<file path="src/rtl/chooser_pkg.sv">
package chooser_pkg;

    typedef enum logic [1:0] {
        CH_A_STRONG = 2'b00,
        CH_A_WEAK   = 2'b01,
        CH_B_WEAK   = 2'b10,
        CH_B_STRONG = 2'b11
    } ch_state_e;

    localparam ch_state_e CH_RESET_STATE = CH_A_WEAK;

    typedef struct packed {
        logic a_ok;
        logic b_ok;
    } ch_verdict_t;

    function automatic logic ch_selects_b(input ch_state_e s);
        return s[1];
    endfunction

    function automatic ch_state_e ch_step(input ch_state_e s, input ch_verdict_t v);
        ch_state_e r;
        r = s;
        if (v.a_ok && !v.b_ok) begin
            if (s != CH_A_STRONG) r = ch_state_e'(s - 2'd1);
        end else if (v.b_ok && !v.a_ok) begin
            if (s != CH_B_STRONG) r = ch_state_e'(s + 2'd1);
        end
        return r;
    endfunction

endpackage

</file>
<file path="src/rtl/chooser_table.sv">
module chooser_table
    import chooser_pkg::*;
#(
    parameter int IDX_W = 9
) (
    input  logic             clk,
    input  logic             rst,
    input  logic [IDX_W-1:0] rd_idx,
    output ch_state_e        rd_state,
    input  logic [IDX_W-1:0] mod_idx,
    output ch_state_e        mod_state,
    input  logic             wr_en,
    input  ch_state_e        wr_state
);
    localparam int DEPTH = 1 << IDX_W;

    ch_state_e entries [DEPTH];

    always_ff @(posedge clk) begin
        if (rst) begin
            for (int i = 0; i < DEPTH; i++) entries[i] <= CH_RESET_STATE;
        end else if (wr_en) begin
            entries[mod_idx] <= wr_state;
        end
    end

    assign rd_state  = entries[rd_idx];
    assign mod_state = entries[mod_idx];

    // with no write and a steady read address, the looked-up state holds
    assert_idle_hold_R9: assert property (@(posedge clk) disable iff (rst)
        (!wr_en && $stable(rd_idx)) |=> (!$past(wr_en) && $stable(rd_idx)) -> $stable(rd_state));

endmodule

</file>
<file path="src/rtl/chooser_update.sv">
module chooser_update
    import chooser_pkg::*;
(
    input  logic        valid,
    input  ch_state_e   cur_state,
    input  ch_verdict_t verdict,
    output logic        wr_en,
    output ch_state_e   nxt_state
);
    assign nxt_state = ch_step(cur_state, verdict);
    assign wr_en     = valid && (nxt_state != cur_state);
endmodule

</file>
<file path="src/rtl/tournament_chooser.sv">
module tournament_chooser
    import chooser_pkg::*;
#(
    parameter int PC_W   = 32,
    parameter int PC_LSB = 2,
    parameter int IDX_W  = 9
) (
    input  logic             clk,
    input  logic             rst,
    input  logic [PC_W-1:0]  lk_pc,
    input  logic             lk_pred_a,
    input  logic             lk_pred_b,
    output logic             pred_taken,
    output logic             pred_use_b,
    output logic [IDX_W-1:0] lk_idx,
    input  logic             rs_valid,
    input  logic [IDX_W-1:0] rs_idx,
    input  logic             rs_a_ok,
    input  logic             rs_b_ok
);
    ch_state_e   look_state;
    ch_state_e   res_state;
    ch_state_e   new_state;
    ch_verdict_t verdict;
    logic        table_we;

    assign lk_idx  = lk_pc[PC_LSB +: IDX_W];
    assign verdict = '{a_ok: rs_a_ok, b_ok: rs_b_ok};

    chooser_table #(.IDX_W(IDX_W)) u_table (
        .clk       (clk),
        .rst       (rst),
        .rd_idx    (lk_idx),
        .rd_state  (look_state),
        .mod_idx   (rs_idx),
        .mod_state (res_state),
        .wr_en     (table_we),
        .wr_state  (new_state)
    );

    chooser_update u_update (
        .valid     (rs_valid),
        .cur_state (res_state),
        .verdict   (verdict),
        .wr_en     (table_we),
        .nxt_state (new_state)
    );

    assign pred_use_b = ch_selects_b(look_state);
    assign pred_taken = pred_use_b ? lk_pred_b : lk_pred_a;

    logic [1:0] cur_v, nxt_v;
    assign cur_v = res_state;
    assign nxt_v = new_state;

    // equal correctness never writes the table
    assert_tie_no_write_R3: assert property (@(posedge clk) disable iff (rst)
        (rs_valid && (rs_a_ok == rs_b_ok)) |-> !table_we);

    // an A-only win moves at most one step down
    assert_a_win_step_R4: assert property (@(posedge clk) disable iff (rst)
        (rs_valid && rs_a_ok && !rs_b_ok) |-> (nxt_v <= cur_v) && ((cur_v - nxt_v) <= 2'd1));

    // a B-only win moves at most one step up
    assert_b_win_step_R5: assert property (@(posedge clk) disable iff (rst)
        (rs_valid && rs_b_ok && !rs_a_ok) |-> (nxt_v >= cur_v) && ((nxt_v - cur_v) <= 2'd1));

    // the entry at the resolved index holds the written value next cycle
    assert_write_lands_R10: assert property (@(posedge clk) disable iff (rst)
        (table_we && (rs_idx == lk_idx)) |=> ($past(rs_idx) == lk_idx) -> (look_state == $past(new_state)));

endmodule

</file>
<file path="config.mk">
export PLATFORM = sky130hd
export DESIGN_NAME = tournament_chooser
export DESIGN_NICKNAME = d
export VERILOG_FILES = /design/src/rtl/chooser_pkg.sv /design/src/rtl/chooser_table.sv /design/src/rtl/chooser_update.sv /design/src/rtl/tournament_chooser.sv
export SDC_FILE = /design/constraint.sdc
export NUM_CORES = 2
export LEC_CHECK = 0
export CAP_MARGIN = 20
export CORE_MARGIN = 4
export CORE_UTILIZATION = 29
export CTS_CLUSTER_SIZE = 25
export DETAILED_ROUTE_END_ITERATION = 6
export SYNTH_ARGS = -nofsm -noshare
export SYNTH_HDL_FRONTEND = slang
export SYNTH_HIERARCHICAL = 1
export SYNTH_SLANG_ARGS = --single-unit
</file>
<file path="constraint.sdc">
create_clock -name clk -period 16.5 [get_ports clk]
set_input_delay 3.3 -clock clk [delete_from_list [all_inputs] [get_ports clk]]
set_output_delay 3.3 -clock clk [all_outputs]
set_load 0.05 [all_outputs]
</file>
==> PnR_summary.wiki <==
{| class="wikitable"
! Metric !! Value
|-
| Setup TNS || 0 ps
|-
| Final net count || just over 4000
|-
| Area taken by flip-flops and latches || 30700 um2
|-
| Share of the clock period used by the worst path after layout || 0.742
|-
| Wire length per cell after detailed routing || between 30 and 40 um
|-
| Slew at the pin with the worst max-slew slack || around 1200 ps
|-
| Net count after synthesis || roughly 4400
|-
| Syn Area/Cell || 12.5 um2
|-
| Max capacitance violation total || 0
|-
| Number of warnings reported in the yosys synthesis log || 6
|-
| Clock Sink Count || 1024
|-
| Critical path launch point type || primary input
|-
| Largest register by flop count || u_table/entries
|-
| Number of flip-flops under the largest register name || 1024
|-
| Antenna Nets Post-Route || 0
|-
| Final slew viol count || 0
|-
| Top flop regs || u_table/entries (1024)
|-
| GR Overflow Total || 0
|-
| Final core utilization || 0.326
|-
| Worst path required time || around 13000 ps
|-
| Area of the mapped netlist || between 50000 and 60000 um2
|-
| Worst vdd rail ir drop || 83.7 uV
|-
| TritonCTS clock tree || yes
|-
| Normalized max-slew margin || 0.185
|-
| Syn Inst Count || around 4300
|-
| Setup Skew || between 40 and 50 ps
|-
| Area taken by multi-input logic gates || ~21000 um2
|-
| Critical path endpoint category || primary output
|-
| Run status || finished clean
|-
| Sw Share || 0.245
|-
| Growth of design area from synthesis to finish || 11.3%
|-
| Worst setup path category || primary input to primary output
|-
| Number of setup violations in the final report || 0
|-
| Total Die Area || around 190000 um2
|-
| Largest fanout of any net on the critical path || 44
|-
| Ports || 59
|-
| Internal power contribution || approximately 0.0045 W
|-
| Detail Placement HPWL || 122000 um
|-
| Post-CTS Hold Buffers || 0
|-
| Clock-pin slew reported for the worst setup and hold paths after clock tree synthesis || 60 ps
|-
| Final weighted congestion in routability-driven placement || 0.932
|-
| Via count || 39200
|-
| Port Buffers || 35
|-
| Pin count of the biggest net entering global routing || approximately 160
|-
| Total iterations of the first detailed-routing run || 6
|-
| Drt via density || slightly below 6
|-
| Cell Chain, Critical Path || clkdlybuf4s50_1 -> nand2_4 -> o221ai_1 -> a21oi_1 -> or3_1 -> nor4_1 -> nand3_1 -> o22ai_1 -> a2111o_1 -> mux2_4 -> clkdlybuf4s50_1
|-
| Flop pwr share || 0.498
|-
| P_leak || between 15 and 20 nW
|-
| Comb pwr share || 0.096
|-
| Share of cells above drive strength 1 || 0.166
|-
| Post-CTS resize count || 0
|-
| Worst setup timing slack at the placement stage || around 4400 ps
|-
| Vertical die dimension || 439 um
|-
| Post-layout min period || about 12000 ps
|-
| Slowest stage cell, crit path || sky130_fd_sc_hd__clkdlybuf4s50_1
|-
| Clock Latency Late Sink || 730 ps
|-
| Effective utilization at floorplan || 0.293
|-
| Critical path's most frequent cell || sky130_fd_sc_hd__clkdlybuf4s50_1
|-
| Std-Cell Rows || between 150 and 200
|-
| Count of final hold-check violations || 0
|-
| Portion of total power attributed to the clock network || 0.407
|-
| Post-CTS setup buffer count || 0
|-
| Core footprint || approximately 180000 um2
|-
| Classification of the worst-slack hold path || flop to flop
|-
| RSZ-0062 raised after global routing || no
|-
| Final Worst Setup Slack || 4260 ps
|-
| Final-layout fill cell count || between 15000 and 20000
|-
| Number of buffers created by CTS || roughly 110
|-
| Global-route wire length before repair || just under 300000 um
|-
| Number of global-route vias before repair || slightly below 40000
|-
| Maximum number of buffers from clock root to sink || 3
|-
| Power spent charging and discharging nets || 0.00144 W
|-
| Post-route DRC violation count || 0
|-
| Total wirelength of the detailed-routed design || 205000 um
|-
| PD cells || ~100 nW/um2
|-
| Global-route total usage across every layer || 0.208
|-
| Master cell of the clock root buffer || sky130_fd_sc_hd__clkbuf_16
|-
| Count of routing violations after the opening detailed-route iteration || 6285
|-
| Maximum level of the CTS H-tree || 3
|-
| Highest Clock Rate || between 0.08 and 0.09 GHz
|-
| Data arrival time of the worst path || 8940 ps
|-
| Largest incremental delay on the critical path || just over 1000 ps
|-
| Die width || between 400 and 500 um
|-
| Initial antenna violation count || 14
|}
==> final timing paths <==
path | slack (ps) | depth (start not counted) | to | startpoint
setup / recovery | 4260 | 11 | pred_taken | lk_pc[4]
hold / removal | 2370 | 8 | u_table/entries[128][0] | u_table/entries[404][1]
setup reg to reg | 9000 | 15 | u_table/entries[131][1] | u_table/entries[247][0]
hold reg to reg | 2370 | 8 | u_table/entries[128][0] | u_table/entries[404][1]
==> worst max-delay path: cells and delay by family <==
family	cells	cell delay (ps)
buffers and inverters	2	1720
muxes	1	340
AOI/OAI and AO/OA	4	2000
and+or+nand+nor	4	1530
==> cells in the final DEF, fill, tap and decap left out, types with 8 or more instances in the layout <==
cell type,instances
sky130_fd_sc_hd__a211oi_1,10
sky130_fd_sc_hd__a21o_1,468
sky130_fd_sc_hd__a21oi_1,37
sky130_fd_sc_hd__a221oi_1,8
sky130_fd_sc_hd__a22oi_1,51
sky130_fd_sc_hd__a31oi_1,10
sky130_fd_sc_hd__and2_1,9
sky130_fd_sc_hd__buf_4,149
sky130_fd_sc_hd__bufinv_16,9
sky130_fd_sc_hd__clkbuf_1,17
sky130_fd_sc_hd__clkbuf_16,111
sky130_fd_sc_hd__clkdlybuf4s50_1,27
sky130_fd_sc_hd__clkinv_1,43
sky130_fd_sc_hd__clkinv_2,17
sky130_fd_sc_hd__edfxtp_1,1024
sky130_fd_sc_hd__mux2i_1,222
sky130_fd_sc_hd__mux4_2,303
sky130_fd_sc_hd__nand2_1,620
sky130_fd_sc_hd__nand2b_1,13
sky130_fd_sc_hd__nand3_1,30
sky130_fd_sc_hd__nor2_1,584
sky130_fd_sc_hd__nor2_2,29
sky130_fd_sc_hd__nor2_4,19
sky130_fd_sc_hd__nor2b_1,10
sky130_fd_sc_hd__nor3_1,29
sky130_fd_sc_hd__nor4_1,9
sky130_fd_sc_hd__o211ai_1,14
sky130_fd_sc_hd__o21ai_0,31
sky130_fd_sc_hd__o21bai_1,48
sky130_fd_sc_hd__o221ai_1,57
sky130_fd_sc_hd__o22ai_1,20
sky130_fd_sc_hd__or3_1,9
==> layout make-up <==
type	count	area share
Antenna cell	3	0.000125
Clock buffer	128	0.0475
Clock inverter	68	0.00869
Inverter	4	0.000272
Multi-Input combinational cell	2738	0.350
Sequential cell	1024	0.514
Tap cell	2464	0.0515
Timing Repair Buffer	195	0.0282
==> power groups by stage <==
stage | Sequential (W) | Clock [W] | Combinational, W
6_report | 0.00293 | 0.00240 | 0.000564
5_1_grt | 0.00294 | 0.00252 | 0.000577
4_1_cts | 0.00293 | 0.00241 | 0.000547
3_5_place_dp | 0.00299 | 0 | 0.000545
3_3_place_gp | 0.00298 | 0 | 0.000540
2_1_floorplan | 0.00297 | 0 | 0.000354
==> through the flow <==
step / instances / total power, W / hold slack (ps) / cell area, um2
6_report: 6624 / 0.00589 / 2370 / 59900
5_1_grt: 6621 / 0.00604 / 2370 / 59900
4_1_cts: 6611 / 0.00589 / 2320 / 59800
3_5_place_dp: 6415 / 0.00353 / 2290 / 56400
3_3_place_gp: 6410 / 0.00352 / 2290 / 56300
2_1_floorplan: 4317 / 0.00333 / 1530 / 53800
==> metal layers <==
metal,GRT usage,wire length (um),vias up
met5,0,69,-
met4,0.106,12800,10
met3,0.0623,27100,686
met2,0.314,90300,2954
met1,0.270,74900,20000
li1,-,-,15600
(Power assumes the default switching activity.)
